--- src/rtl/prv_pkg.sv ---
package prv_pkg;

  localparam logic [1:0] PRV_U   = 2'b00;
  localparam logic [1:0] PRV_S   = 2'b01;
  localparam logic [1:0] PRV_RSV = 2'b10;
  localparam logic [1:0] PRV_M   = 2'b11;

  localparam int unsigned CSR_W     = 8;
  localparam int unsigned BIT_SIE   = 0;
  localparam int unsigned BIT_MIE   = 1;
  localparam int unsigned BIT_SPIE  = 2;
  localparam int unsigned BIT_MPIE  = 3;
  localparam int unsigned BIT_SPP   = 4;
  localparam int unsigned BIT_MPP   = 5;
  localparam int unsigned BIT_MPRV  = 7;

  typedef struct packed {
    logic [1:0] mode;
    logic       mprv;
    logic [1:0] mpp;
    logic       spp;
    logic       mpie;
    logic       spie;
    logic       mie;
    logic       sie;
  } prv_state_t;

endpackage

--- src/rtl/prv_rst_sync.sv ---
module prv_rst_sync #(
  parameter int unsigned STAGES = 2
) (
  input  logic clk,
  input  logic rst_n,
  output logic rst_sync_n
);
  localparam int unsigned LAST = STAGES - 1;

  logic [LAST:0] chain_q;
  logic [LAST:0] chain_d;

  generate
    if (STAGES > 1) begin : g_multi
      always_comb chain_d = {chain_q[LAST-1:0], 1'b1};
    end else begin : g_single
      always_comb chain_d = 1'b1;
    end
  endgenerate

  always_ff @(posedge clk or negedge rst_n) begin
    if (!rst_n) chain_q <= '0;
    else        chain_q <= chain_d;
  end

  assign rst_sync_n = chain_q[LAST];
endmodule

--- src/rtl/prv_pp_legal.sv ---
module prv_pp_legal
  import prv_pkg::*;
#(
  parameter bit HAS_U = 1'b1,
  parameter bit HAS_S = 1'b1
) (
  input  logic [1:0] wr_mpp,
  input  logic [1:0] cur_mpp,
  input  logic       wr_spp,
  input  logic       wr_mprv,
  output logic [1:0] mpp_q,
  output logic       spp_q,
  output logic       mprv_q
);
  logic mpp_ok;

  always_comb begin
    unique case (wr_mpp)
      PRV_M:   mpp_ok = 1'b1;
      PRV_S:   mpp_ok = HAS_S;
      PRV_U:   mpp_ok = HAS_U;
      default: mpp_ok = 1'b0;
    endcase
    mpp_q = mpp_ok ? wr_mpp : cur_mpp;
  end

  generate
    if (HAS_U) begin : g_user
      assign mprv_q = wr_mprv;
      assign spp_q  = HAS_S ? wr_spp : 1'b0;
    end else begin : g_no_user
      assign mprv_q = 1'b0;
      assign spp_q  = HAS_S;
    end
  endgenerate
endmodule

--- src/rtl/prv_next.sv ---
module prv_next
  import prv_pkg::*;
#(
  parameter bit HAS_U = 1'b1,
  parameter bit HAS_S = 1'b1
) (
  input  prv_state_t       cur,
  input  logic             mret,
  input  logic             sret,
  input  logic             trap,
  input  logic [1:0]       trap_mode,
  input  logic             csr_we,
  input  logic [CSR_W-1:0] csr_wdata,
  output prv_state_t       nxt,
  output logic             load_en
);
  localparam logic [1:0] PP_IDLE = HAS_U ? PRV_U : PRV_M;

  logic       sret_eff;
  logic [1:0] trap_tgt;
  logic [1:0] lg_mpp;
  logic       lg_spp;
  logic       lg_mprv;

  prv_pp_legal #(.HAS_U(HAS_U), .HAS_S(HAS_S)) u_legal (
    .wr_mpp  (csr_wdata[BIT_MPP +: 2]),
    .cur_mpp (cur.mpp),
    .wr_spp  (csr_wdata[BIT_SPP]),
    .wr_mprv (csr_wdata[BIT_MPRV]),
    .mpp_q   (lg_mpp),
    .spp_q   (lg_spp),
    .mprv_q  (lg_mprv)
  );

  assign sret_eff = sret & HAS_S;
  assign trap_tgt = (HAS_S && trap_mode == PRV_S) ? PRV_S : PRV_M;
  assign load_en  = trap | mret | sret_eff | csr_we;

  always_comb begin
    nxt = cur;
    if (trap) begin
      if (trap_tgt == PRV_M) begin
        nxt.mpie = cur.mie;
        nxt.mie  = 1'b0;
        nxt.mpp  = cur.mode;
        nxt.mode = PRV_M;
      end else begin
        nxt.spie = cur.sie;
        nxt.sie  = 1'b0;
        nxt.spp  = (cur.mode != PRV_U);
        nxt.mode = PRV_S;
      end
    end else if (mret) begin
      nxt.mode = cur.mpp;
      nxt.mie  = cur.mpie;
      nxt.mpie = 1'b1;
      nxt.mpp  = PP_IDLE;
      if (cur.mpp != PRV_M) nxt.mprv = 1'b0;
    end else if (sret_eff) begin
      nxt.mode = cur.spp ? PRV_S : PRV_U;
      nxt.sie  = cur.spie;
      nxt.spie = 1'b1;
      nxt.spp  = 1'b0;
      nxt.mprv = 1'b0;
    end else if (csr_we) begin
      nxt.mie  = csr_wdata[BIT_MIE];
      nxt.mpie = csr_wdata[BIT_MPIE];
      nxt.sie  = HAS_S & csr_wdata[BIT_SIE];
      nxt.spie = HAS_S & csr_wdata[BIT_SPIE];
      nxt.spp  = lg_spp;
      nxt.mpp  = lg_mpp;
      nxt.mprv = lg_mprv;
    end
  end
endmodule

--- src/rtl/priv_ret_ctrl.sv ---
module priv_ret_ctrl
  import prv_pkg::*;
#(
  parameter bit          HAS_U       = 1'b1,
  parameter bit          HAS_S       = 1'b1,
  parameter int unsigned SYNC_STAGES = 2
) (
  input  logic             clk,
  input  logic             rst_n,
  input  logic             mret_i,
  input  logic             sret_i,
  input  logic             trap_i,
  input  logic [1:0]       trap_mode_i,
  input  logic             csr_we_i,
  input  logic [CSR_W-1:0] csr_wdata_i,
  output logic [1:0]       mode_o,
  output logic             mie_o,
  output logic             mpie_o,
  output logic [1:0]       mpp_o,
  output logic             sie_o,
  output logic             spie_o,
  output logic             spp_o,
  output logic             mprv_o
);
  localparam logic [1:0] PP_IDLE = HAS_U ? PRV_U : PRV_M;

  logic       rst_sync_n;
  prv_state_t state_q;
  prv_state_t state_d;
  logic       state_en;

  prv_rst_sync #(.STAGES(SYNC_STAGES)) u_rst (
    .clk        (clk),
    .rst_n      (rst_n),
    .rst_sync_n (rst_sync_n)
  );

  prv_next #(.HAS_U(HAS_U), .HAS_S(HAS_S)) u_next (
    .cur       (state_q),
    .mret      (mret_i),
    .sret      (sret_i),
    .trap      (trap_i),
    .trap_mode (trap_mode_i),
    .csr_we    (csr_we_i),
    .csr_wdata (csr_wdata_i),
    .nxt       (state_d),
    .load_en   (state_en)
  );

  always_ff @(posedge clk or negedge rst_sync_n) begin
    if (!rst_sync_n) begin
      state_q      <= '0;
      state_q.mode <= PRV_M;
      state_q.mpp  <= PP_IDLE;
    end else if (state_en) begin
      state_q <= state_d;
    end
  end

  assign mode_o = state_q.mode;
  assign mie_o  = state_q.mie;
  assign mpie_o = state_q.mpie;
  assign mpp_o  = state_q.mpp;
  assign sie_o  = state_q.sie;
  assign spie_o = state_q.spie;
  assign spp_o  = state_q.spp;
  assign mprv_o = state_q.mprv;


  mret_stack_chk: assert property (@(posedge clk) disable iff (!rst_sync_n)
    (mret_i && !trap_i) |=> (mode_o == $past(mpp_o)) && (mie_o == $past(mpie_o)) && mpie_o);


  mret_pp_chk: assert property (@(posedge clk) disable iff (!rst_sync_n)
    (mret_i && !trap_i) |=> (mpp_o == PP_IDLE));


  mret_mprv_clr_chk: assert property (@(posedge clk) disable iff (!rst_sync_n)
    (mret_i && !trap_i && mpp_o != PRV_M) |=> !mprv_o);


  mret_mprv_keep_chk: assert property (@(posedge clk) disable iff (!rst_sync_n)
    (mret_i && !trap_i && mpp_o == PRV_M) |=> (mprv_o == $past(mprv_o)));


  sret_pop_chk: assert property (@(posedge clk) disable iff (!rst_sync_n)
    (HAS_S && sret_i && !mret_i && !trap_i) |=> !mprv_o && spie_o && !spp_o && (sie_o == $past(spie_o)));


  trap_m_chk: assert property (@(posedge clk) disable iff (!rst_sync_n)
    (trap_i && trap_mode_i == PRV_M) |=> (mode_o == PRV_M) && !mie_o && (mpp_o == $past(mode_o)) && (mpie_o == $past(mie_o)));


  mpp_legal_chk: assert property (@(posedge clk) disable iff (!rst_sync_n)
    mpp_o != PRV_RSV);


  csr_mode_hold_chk: assert property (@(posedge clk) disable iff (!rst_sync_n)
    (csr_we_i && !trap_i && !mret_i && !sret_i) |=> $stable(mode_o));
endmodule

--- config.mk ---
export PLATFORM = sky130hd
export DESIGN_NAME = priv_ret_ctrl
export DESIGN_NICKNAME = d
export VERILOG_FILES = /design/src/rtl/prv_pkg.sv /design/src/rtl/prv_rst_sync.sv /design/src/rtl/prv_pp_legal.sv /design/src/rtl/prv_next.sv /design/src/rtl/priv_ret_ctrl.sv
export SDC_FILE = /design/constraint.sdc
export NUM_CORES = 1
export LEC_CHECK = 0
export BUFFER_PORTS_ARGS = -buffer_cell sky130_fd_sc_hd__clkbuf_2
export CORE_MARGIN = 2
export CORE_UTILIZATION = 23
export CTS_CLUSTER_DIAMETER = 40
export DETAILED_ROUTE_END_ITERATION = 10
export PLACE_DENSITY = 0.49
export SYNTH_ARGS = -nofsm -noshare
export SYNTH_HDL_FRONTEND = slang
export SYNTH_SLANG_ARGS = --single-unit
--- constraint.sdc ---
create_clock -name clk -period 1.6 [get_ports clk]
set_input_delay 0.32 -clock clk [delete_from_list [all_inputs] [get_ports clk]]
set_output_delay 0.32 -clock clk [all_outputs]
set_load 0.005 [all_outputs]
==> Yosys cells after proc, flatten, opt, wreduce, memory -nomap -nowiden <==
Index checks and enable logic that the tools add are counted.
{ "word_totals": {"in_bits": 16, "register_bits": 12} }
{ "classes": {"eq_ne": 10, "n_mux": 29, "bitwise": 4, "reduce_logical": 13} }
{ "ops": {"columns": ["op", "count"], "rows": [
  ["1-bit two-way mux", 19],
  ["3-bit nonzero test", 5],
  ["2-bit two-way mux", 7],
  ["4-bit AND reduction", 3],
  ["8-bit two-way mux", 1],
  ["7-bit two-way mux", 1],
  ["2-bit by 1-bit != test with 1-bit output (second input constant)", 3],
  ["5-bit two-way mux", 1],
  ["5-bit AND reduction", 1],
  ["2-bit by 1-bit equality test with 1-bit output (second input constant)", 2],
  ["2-bit equality test (second input constant)", 2],
  ["2-bit != test (second input constant)", 2],
  ["3-bit by 2-bit != test with 1-bit output (second input constant)", 1],
  ["1-bit OR", 3],
  ["3-bit OR reduction", 1],
  ["2-bit zero test", 1],
  ["2-bit AND reduction", 1],
  ["2-bit nonzero test", 1],
  ["1-bit inverter", 1]
]} }

==> Logic depth before layout (Yosys ltp) <==
Gate-level depths: netlist (run 1).
{ "logic_depth": {"ltp_word": 8, "depth_mapped": 5, "mapped_depth_nobuf": 4} }

==> By module <==
A second synthesis (run 1) with hierarchy kept.
{ "unflattened": {"hier_cells": 85, "hier_area_um2": 912.1} }
{ "modules_own_cells": {"columns": ["module", "area_per_inst_um2", "cells_per_inst", "n_inst"], "rows": [
  ["priv_ret_ctrl", 414.1, 21, 1],
  ["prv_next", 414.1, 57, 1],
  ["prv_rst_sync", 53.8, 3, 1],
  ["prv_pp_legal", 30.0, 4, 1]
]} }

==> Worst setup path after synthesis (run 1) <==
OpenSTA, ideal clock, no wires.
{ "synth_path": {"kind": "input to register", "startpoint": "input mret_i", "endpoint": "register state_q, in the netlist sie_o", "slack_ps": 284, "t_arrival_ps": 1191, "setup_ps": 125, "path_buffers": 1, "path_stages": 5, "cell_sequence": "buf_2 nor2_2 o21ai_0 nand2_1 mux2_2"} }
{ "synth_via": {"elab_chain_cells": 4, "word_cells_on_any_way": 5, "classes_between": "eq/ne (1); bitwise (3); reduce/logical (1)"} }
{ "synth_lines": {"columns": ["element", "line_no", "source"], "rows": [
  ["start: declaration", "priv_ret_ctrl.sv:10", "input logic mret_i,"],
  ["1-bit OR (3 in a row)", "prv_next.sv:37", "assign load_en = trap | mret | sret_eff | csr_we;"],
  ["4-bit AND reduction (no source line) *", null, null],
  ["end signal: assignment", "priv_ret_ctrl.sv:56", "state_q <= state_d;"],
  ["end: declaration", "priv_ret_ctrl.sv:28", "prv_state_t state_q;"]
]} }
Mark *: on every way between the ends. The rest lies on a longest branch, timed or not.
A chain may end at the register's enable or synchronous reset.

==> Worst setup path after layout (run 1) <==
{ "layout_path": {"startpoint": "register state_q, in the netlist mode_o[1]", "endpoint": "output mode_o[1]"} }
{ "layout_lines": {"columns": ["element", "line_no", "source"], "rows": [
  ["end: declaration", "priv_ret_ctrl.sv:16", "output logic [1:0] mode_o,"]
]} }
No word-level cell between the ends.

==> impl_metrics.py, run 1 <==
metrics = {
    "clocking": {
        "post_cts_buffers": 0,
        "clock_latency_ns": 0.27,
        "cts_tree": "built",
        "cts_num_sinks": 12,
        "htree_levels": 1,
        "cts_resized": 0,
        "clockBufferDepth": 2,
        "clockRootBuffer": "clkbuf_4",
        "numCtsBuffers": 3,
        "clk_pin_slew_ns": 0.07,
        "cts-hold-fix-buffers": 1,
    },
    "floorplan": {
        "die_area_sq_um": 3160,
        "die_h_um": 56.3,
        "die_w_um": 56.3,
        "io_pins": 26,
        "rows": 18,
        "core_sq_um": 2520,
        "start_util_pct": 24.9,
    },
    "pwr": {
        "internal_power_uw": 538,
        "switching_share_pct": 28.3,
        "pwr-share-comb_pct": 23.3,
        "power_frac_seq_pct": 52.8,
        "clkPwrFrac_pct": 23.9,
        "power.switching_uw": 212,
        "powerDensity_nw_per_um2": 910,
        "peakVddDrop_uv": 579,
        "leakagePower_uw": 0.000398,
    },
    "placed_design": {
        "io_buffers": 25,
        "place_congestion": 0.725,
        "hpwlAfterDp_um": 1120,
    },
    "worst_setup_path": {
        "required_ns": 1.28,
        "critical-path-slowest-cell": "dfstp_2",
        "cp-start-kind": "flip-flop",
        "worstPathArrival_ns": 0.96,
        "path_cells": "clkbuf_2",
        "rr_endpoint": "mprv_o",
        "rr_startpoint": "mpp_o[0]",
        "crit_fanout": 4,
        "crit_type": "reg -> out",
        "rrSetupSlack_ns": 0.57,
        "rr_worst_depth": 2,
        "critPathTopFamily": "flip-flops",
        "end_kind": "output port",
        "crit_buf_inv": 1,
        "max_stage_delay_ns": 0.57,
    },
    "timing": {
        "max_freq_mhz": 784,
        "final-hold-violation-count": 0,
        "slew_violations": 0,
        "hold_ws_ns": 0.166,
        "tns_ns": 0,
        "rsz0062_at_grt": "false",
        "fin_worst_skew_ns": 0.00527,
        "period_share_pct": 79.7,
        "setup_violations": 0,
        "finalCriticalPeriod_ns": 1.28,
    },
    "drt": {
        "wirelength_um": 1430,
        "viasPerCell": 4.60,
        "wl_per_cell_um": 12.1,
        "vias": 543,
        "drtAntennaViolNets": 0,
        "first_pass_iters": 4,
        "drc": 0,
        "drtIter0Drc": 8,
    },
    "finish": {
        "final_cell_mix": "clkbuf_2, dfrtp_1, o21ai_0, nand2_1, nor2_1",
        "final_common_cell": "clkbuf_2",
        "drive_above_1_share_pct": 46.6,
        "antenna_cells": 0,
        "fillers": 281,
        "area_delta_synth_final_pct": 31.3,
        "nets": 106,
    },
    "grt": {
        "grt.overflow.total": 0,
        "grt_pass1_wl_um": 2570,
        "grt_use_total_pct": 10.5,
        "grt_pass1_vias": 553,
        "grt_max_degree": 12,
        "grt_antenna_before_repair": 0,
    },
    "synthesis": {
        "post_synth_num_cell_types": 24,
        "synthCells": 60,
        "yosys_register_bits": 12,
        "syn-num-nets": 76,
        "ys_seq_area_share_pct": 48.2,
        "yosys_warnings": 0,
        "mappedNetlistArea_sq_um": 628,
        "synth_area_per_cell_sq_um": 10.5,
    },
    "flow_run": {
        "max_cap_violations": 0,
    },
    "worst_hold_path": {
        "hp-class": "reg -> async",
    },
    "outcome": {
        "status": "completed",
    },
}
==> layout make-up <==
class / instances / area (sq um) / area share, %
multi-input combinational: 43 / 304 / 36.9
sequential: 12 / 303 / 36.7
timing repair buffer: 28 / 150 / 18.2
tap: 30 / 37.5 / 4.55
clock buffer: 3 / 22.5 / 2.73
inverter: 2 / 7.51 / 0.910
==> stage by stage <==
step | area, sq um | setup WS [ns] | utilization (%) | total power, uW | std cells
after floorplan | 628 | 0.284 | - | 487 | 60
after global placement | 792 | 0.148 | 31.4 | 575 | 114
after detailed placement | 792 | 0.129 | 31.4 | 577 | 114
after CTS | 825 | 0.312 | 32.7 | 764 | 118
after global routing | 825 | 0.274 | 32.7 | 812 | 118
final | 825 | 0.324 | 32.7 | 750 | 118
==> power groups by stage <==
stage / Combinational [uW] / Sequential, uW / Clock, uW
finish: 175 / 396 / 179
global route: 196 / 405 / 210
CTS: 178 / 396 / 190
detailed placement: 175 / 402 / 0
global placement: 174 / 401 / 0
floorplan: 93.8 / 394 / 0
==> worst register-to-register path, cell delays in order, from the launching register on <==
cell,delay [ns]
dfrtp_1,0.43
a31o_2,0.27
a22o_1,0.22
==> synthesized netlist by cell type <==
cell type  number  area (sq um)
dfrtp_1        10           250
nand2_1         6          22.5
o21ai_0         6          30.0
nor2_1          5          18.8
mux2_2          4          45.0
a22o_1          3          26.3
mux2i_1         3          30.0
a21oi_1         2          10.0
buf_2           2          10.0
dfstp_2         2          52.6
inv_1           2          7.51
mux2_1          2          22.5
nand2b_1        2          12.5
a21boi_0        1          7.51
a21oi_2         1          8.76
a31o_2          1          8.76
clkbuf_1        1          3.75
conb_1          1          3.75
nand3b_1        1          7.51
nor2_2          1          6.26
nor2b_2         1          8.76
o22ai_1         1          6.26
o31ai_1         1          7.51
o31ai_4         1          21.3
==> worst max-delay path by stage <==
stage	startpoint	end	cells past startpoint
5_1_grt	mode_o[1]	mode_o[1]	1
3_5_place_dp	trap_i	mpp_o[0]	5
3_3_place_gp	trap_i	mpp_o[0]	5
2_1_floorplan	mret_i	sie_o	5
6_report	mode_o[1]	mode_o[1]	1
4_1_cts	mode_o[1]	mode_o[1]	1
==> routing by layer <==
layer / vias to the layer above / GRT usage, % / routed length [um]
li1: 267 / - / -
met1: 252 / 13.4 / 655
met2: 20 / 15.5 / 640
met3: 4 / 4.84 / 112
met4: 0 / 4.08 / 20
met5: - / 0 / 0
==> flip-flops by register name, indices dropped and copies added, names as in the netlist <==
name and flops:
mode_o 2, mpp_o 2, u_rst.chain_q 2, mie_o 1, mpie_o 1, mprv_o 1, sie_o 1, spie_o 1
spp_o 1
==> kinds of logic (layout without fill, tap and decap cells) <==
kind of cell | Yosys count | count (layout) | synth area share (%)
AND/OR/NAND/NOR | 16 | 16 | 12.2
multiplexers | 9 | 9 | 15.5
flip-flops | 12 | 12 | 48.2
other | 1 | 1 | 0.597
AO/OA/AOI/OAI | 17 | 17 | 20.1
buffers and inverters | 5 | 33 | 3.39
Power figures use the tool's default switching activity.
==> run 2: changes to the inputs <==
clock period = 1.2 ns   (was 1.6 ns; I/O delays follow)
==> impl_metrics.py, run 2 (same netlist as run 1, synthesis figures left out) <==
metrics = {
    "clocking": {
        "clockBufferDepth": 2,
        "cts_tree": "built",
        "cts_resized": 0,
        "clock_latency_ns": 0.27,
        "clk_pin_slew_ns": 0.07,
        "cts_num_sinks": 12,
        "clockRootBuffer": "clkbuf_4",
        "numCtsBuffers": 3,
        "htree_levels": 1,
    },
    "finish": {
        "stdcell_area_sq_um": 892,
        "nets": 115,
        "antenna_cells": 0,
        "final_common_cell": "clkbuf_2",
        "drive_above_1_share_pct": 51.5,
        "final_cell_mix": "clkbuf_2, buf_4, dfrtp_1, o21ai_0, nand2_1",
        "area_delta_synth_final_pct": 42.0,
        "fillers": 272,
    },
    "pwr": {
        "powerDensity_nw_per_um2": 1160,
        "power.total_uw": 1030,
        "peakVddDrop_uv": 635,
        "leakagePower_uw": 0.000442,
    },
    "floorplan": {
        "die_w_um": 56.3,
        "start_util_pct": 24.9,
        "io_pins": 26,
        "rows": 18,
        "die_area_sq_um": 3160,
        "core_sq_um": 2520,
        "die_h_um": 56.3,
    },
    "worst_setup_path": {
        "worstPathArrival_ns": 0.91,
        "cp-start-kind": "flip-flop",
        "required_ns": 0.96,
        "crit_buf_inv": 1,
        "critPathTopFamily": "flip-flops",
        "max_stage_delay_ns": 0.54,
        "critical-path-slowest-cell": "dfstp_2",
        "end_kind": "output port",
        "crit_type": "reg -> out",
        "path_cells": "clkbuf_2",
        "crit_fanout": 2,
    },
    "drt": {
        "drtAntennaViolNets": 0,
        "drc": 0,
        "viasPerCell": 4.54,
        "first_pass_iters": 4,
        "vias": 576,
        "wl_per_cell_um": 12.1,
        "drtIter0Drc": 25,
        "wirelength_um": 1540,
    },
    "timing": {
        "setup_violations": 0,
        "rsz0062_at_grt": "false",
        "finalCriticalPeriod_ns": 1.15,
        "final-hold-violation-count": 0,
        "fin_worst_skew_ns": 0.00420,
        "period_share_pct": 95.7,
        "slew_violations": 0,
        "max_freq_mhz": 871,
    },
    "placed_design": {
        "place_congestion": 0.811,
        "hpwlAfterDp_um": 1260,
        "place_area_sq_um": 845,
        "io_buffers": 25,
    },
    "worst_hold_path": {
        "hp-class": "reg -> async",
    },
    "grt": {
        "grt_pass1_wl_um": 2590,
        "grt_antenna_before_repair": 0,
        "grt_max_degree": 11,
        "grt_pass1_vias": 564,
        "grt.overflow.total": 0,
        "grt_use_total_pct": 10.6,
    },
    "outcome": {
        "status": "completed",
    },
    "flow_run": {
        "max_cap_violations": 0,
    },
}
-- run 2: changes by cell type in the layout (fill, tap and decap cells not counted) --
cell	delta
buf_4	+9
-- run 2: path summary, 6_finish.rpt --
kind                                  start         to  slack, ns  cells after the start
max                               mode_o[1]  mode_o[1]       0.05                      1
max in group asynchronous  u_rst.chain_q[1]  mode_o[0]       0.71                      0
min                        u_rst.chain_q[1]      spp_o       0.17                      0
max reg2reg                       mode_o[1]   mpp_o[1]       0.07                      3
min reg2reg                u_rst.chain_q[1]      spp_o       0.17                      0
min in group clk             csr_wdata_i[1]      mie_o       0.31                      3
-- run 2: stage by stage --
stage | instances | worst slack [ns] | setup TNS [ns] | util [%] | hold WS (ns)
4_1_cts | 127 | 0.0242 | 0 | 35.4 | 0.191
2_1_floorplan | 60 | -0.0354 | -0.106 | - | -0.0556
5_1_grt | 127 | 0.00713 | 0 | 35.4 | 0.217
6_report | 127 | 0.0519 | 0 | 35.4 | 0.165
3_5_place_dp | 121 | -0.135 | -0.586 | 33.5 | 0.0288
3_3_place_gp | 121 | -0.0769 | -0.304 | 33.5 | 0.0264
-- run 2: what timing repair did --
item | 4_1_cts | 5_1_grt
buffers inserted | 2 | 0
endpoints found under the hold margin | 2 | 0
hold buffers | 1 | 0
setup endpoints to repair | 2 | 0
-- run 2: worst register-to-register path: stages, from the launching register on --
cell and delay [ns]:
dfstp_2 0.37, buf_4 0.13, a22o_1 0.21, mux2_1 0.29
-- run 2: final cells by class --
cell class                 count  area [sq um]  area share [%]
inverter                       2          7.51           0.842
multi-input combinational     43           304            34.1
sequential                    12           303            33.9
tap                           30          37.5            4.21
clock buffer                   3          22.5            2.52
timing repair buffer          37           218            24.4
-- run 2: routing by layer --
| layer | wire [um] | vias to the layer above | global-route usage [%] |
|---|---|---|---|
| met1 | 706 | 267 | 13.6 |
| met3 | 152 | 2 | 5.53 |
| met4 | 15 | 0 | 3.06 |
| met5 | 0 | - | 0 |
| li1 | - | 283 | - |
| met2 | 666 | 24 | 15.5 |
-- run 2: power breakdown --
part | switching [uW] | internal (uW) | total (uW)
Clock | 122 | 116 | 238
Combinational | 114 | 158 | 273
Sequential | 51.7 | 468 | 520
Total | 289 | 743 | 1030
==> run 3: changes to the inputs <==
CORE_MARGIN = default   (was 2)
PLACE_DENSITY = 0.47   (was 0.49)
SYNTH_HIERARCHICAL = 1   (was default)
==> impl_metrics.py, run 3 <==
metrics = {
    "placed_design": {
        "hpwlAfterDp_um": 1830,
        "io_buffers": 25,
        "place_congestion": 0.746,
        "dp.cells": 173,
    },
    "drt": {
        "wl_met3_um": 119,
        "wl_per_cell_um": 13.5,
        "drtAntennaViolNets": 0,
        "drtIter0Drc": 13,
        "wl_met2_um": 1090,
        "drc": 0,
        "wirelength_um": 2430,
        "viasPerCell": 4.57,
        "wl_met1_um": 1180,
        "vias": 822,
        "routed.top_layer": "met4",
        "first_pass_iters": 4,
    },
    "synthesis": {
        "synth_area_leader_cell": "dfrtp_1",
        "synth_ff_type": "dfrtp_1",
        "synth-edff-count": 0,
        "synth_area_per_cell_sq_um": 10.7,
        "synthTopCellsByArea": "dfrtp_1, mux2_4, mux2i_1, dfstp_2, buf_6",
        "ys_seq_area_share_pct": 33.2,
        "post_synth_num_cell_types": 36,
        "yosys_register_bits": 12,
        "synthArstFlopShare_pct": 100,
        "yosys-top-cells-count": "dfrtp_1, mux2_4, mux2i_1, nand2_1, inv_1",
        "syn-num-nets": 101,
        "netlist.area_leader.share_pct": 27.4,
        "yosys_warnings": 6,
        "mappedNetlistArea_sq_um": 912,
        "synthCells": 85,
    },
    "finish": {
        "ff_latch_area_sq_um": 305,
        "multiInputGateArea_sq_um": 551,
        "nets": 149,
        "antenna_cells": 0,
        "final_common_cell": "clkbuf_2",
        "final_cell_mix": "clkbuf_2, buf_4, mux2_4, dfrtp_1, buf_6",
        "area_delta_synth_final_pct": 46.5,
        "fillers": 401,
        "fin_cells": 180,
        "drive_above_1_share_pct": 59.1,
        "utilization_pct": 35.7,
    },
    "timing": {
        "tns_ns": -0.442,
        "rsz0062_at_grt": "true",
        "postLayoutSetupSlackWorst_ns": -0.213,
        "final-hold-violation-count": 0,
        "period_share_pct": 118,
        "hold_ws_ns": 0.183,
        "setup_violations": 6,
        "max_freq_mhz": 708,
        "finalCriticalPeriod_ns": 1.41,
        "fin_worst_skew_ns": 0.00198,
        "slew_violations": 0,
    },
    "floorplan": {
        "io_pins": 26,
        "die_area_sq_um": 4220,
        "start_util_pct": 24.4,
        "core_sq_um": 3740,
        "die_h_um": 65.0,
        "rows": 22,
        "die_w_um": 65.0,
    },
    "grt": {
        "grt_pass1_vias": 785,
        "grt.overflow.total": 0,
        "grt_pass1_wl_um": 3720,
        "grt_max_degree": 11,
        "grt_antenna_before_repair": 0,
        "grt_use_total_pct": 11.9,
    },
    "pwr": {
        "peakVddDrop_uv": 857,
        "powerDensity_nw_per_um2": 1110,
        "leakagePower_uw": 0.000651,
    },
    "clocking": {
        "clk_pin_slew_ns": 0.06,
        "cts_num_sinks": 12,
        "htree_levels": 1,
        "numCtsBuffers": 3,
        "cts_tree": "built",
        "clockRootBuffer": "clkbuf_8",
        "clock_latency_ns": 0.24,
        "clockBufferDepth": 2,
    },
    "outcome": {
        "violations": "setup timing",
        "status": "finished with violations",
    },
    "worst_setup_path": {
        "required_ns": 1.33,
        "crit_type": "reg -> reg",
        "cp-start-kind": "flip-flop",
        "end_kind": "flip-flop",
        "crit_fanout": 2,
        "worstPathArrival_ns": 1.54,
    },
    "worst_hold_path": {
        "hp-class": "reg -> async",
    },
    "flow_run": {
        "max_cap_violations": 0,
    },
}
==> run 3: changes by cell type after synthesis, moves of 3 or more <==
cell	previous run	this run
mux2_2	4	0
o21ai_0	6	2
mux2i_1	3	6
buf_6	0	3
mux2_4	0	10
a22o_1	3	0
==> run 3: final timing paths <==
check,startpoint,to,slack (ns),cells past startpoint
max,mode_o[1],spp_o,-0.21,4
min,u_rst/chain_q[1],mpie_o,0.18,0
max reg2reg,mode_o[1],spp_o,-0.21,4
min reg2reg,u_rst/chain_q[1],mpie_o,0.18,0
max in group asynchronous,u_rst/chain_q[1],mode_o[1],0.68,0
min in group clk,u_rst/chain_q[0],u_rst/chain_q[1],0.35,0
==> run 3: area by class of cell <==
cell class / count / area share (%)
Timing Repair Buffer: 50 / 25.9
Multi-Input combinational cell: 61 / 41.2
Sequential cell: 12 / 22.8
Inverter: 5 / 1.40
Clock buffer: 4 / 4.12
Tap cell: 48 / 4.49
==> run 3: repair_timing <==
action,CTS,global route
hold endpoints to repair,2,0
buffers inserted,2,1
hold buffers,1,0
endpoints found under the setup margin,5,14
pin swaps,4,4
resized for setup,4,12
==> run 3: cell families (layout without fill, tap and decap cells) <==
logic type,count (synthesis),in the layout,share of synthesized area [%]
flops,12,12,33.2
mux,17,17,24.3
compound gates,25,25,21.5
simple gates,18,18,12.1
other cells,1,1,0.411
buf+inv,12,59,8.50
==> run 3: report_power, final <==
group          switching, uW  total [uW]  internal (uW)
clock network            161         451            290
logic                    202         508            306
registers               54.4         519            464
==> run 3: critical path, stage by stage (launching register included) <==
cell and delay [ns]:
dfstp_2 0.36, or4b_4 0.51, o211ai_2 0.08, o21ai_2 0.08, mux2_4 0.26
==> run 3: layer usage <==
metal,GRT usage [%],vias up
li1,-,406
met1,15.6,392
met2,17.4,20
met3,3.87,4
met4,5.83,0
met5,0,-
==> run 3: stage by stage <==
stage                     setup WS (ns)  area, sq um  power [uW]
final                            -0.213         1340        1480
after global routing             -0.246         1340        1550
after CTS                        -0.199         1300        1460
after detailed placement         -0.208         1200         970
after global placement           -0.177         1200         960
after floorplan                  -0.185          932         775
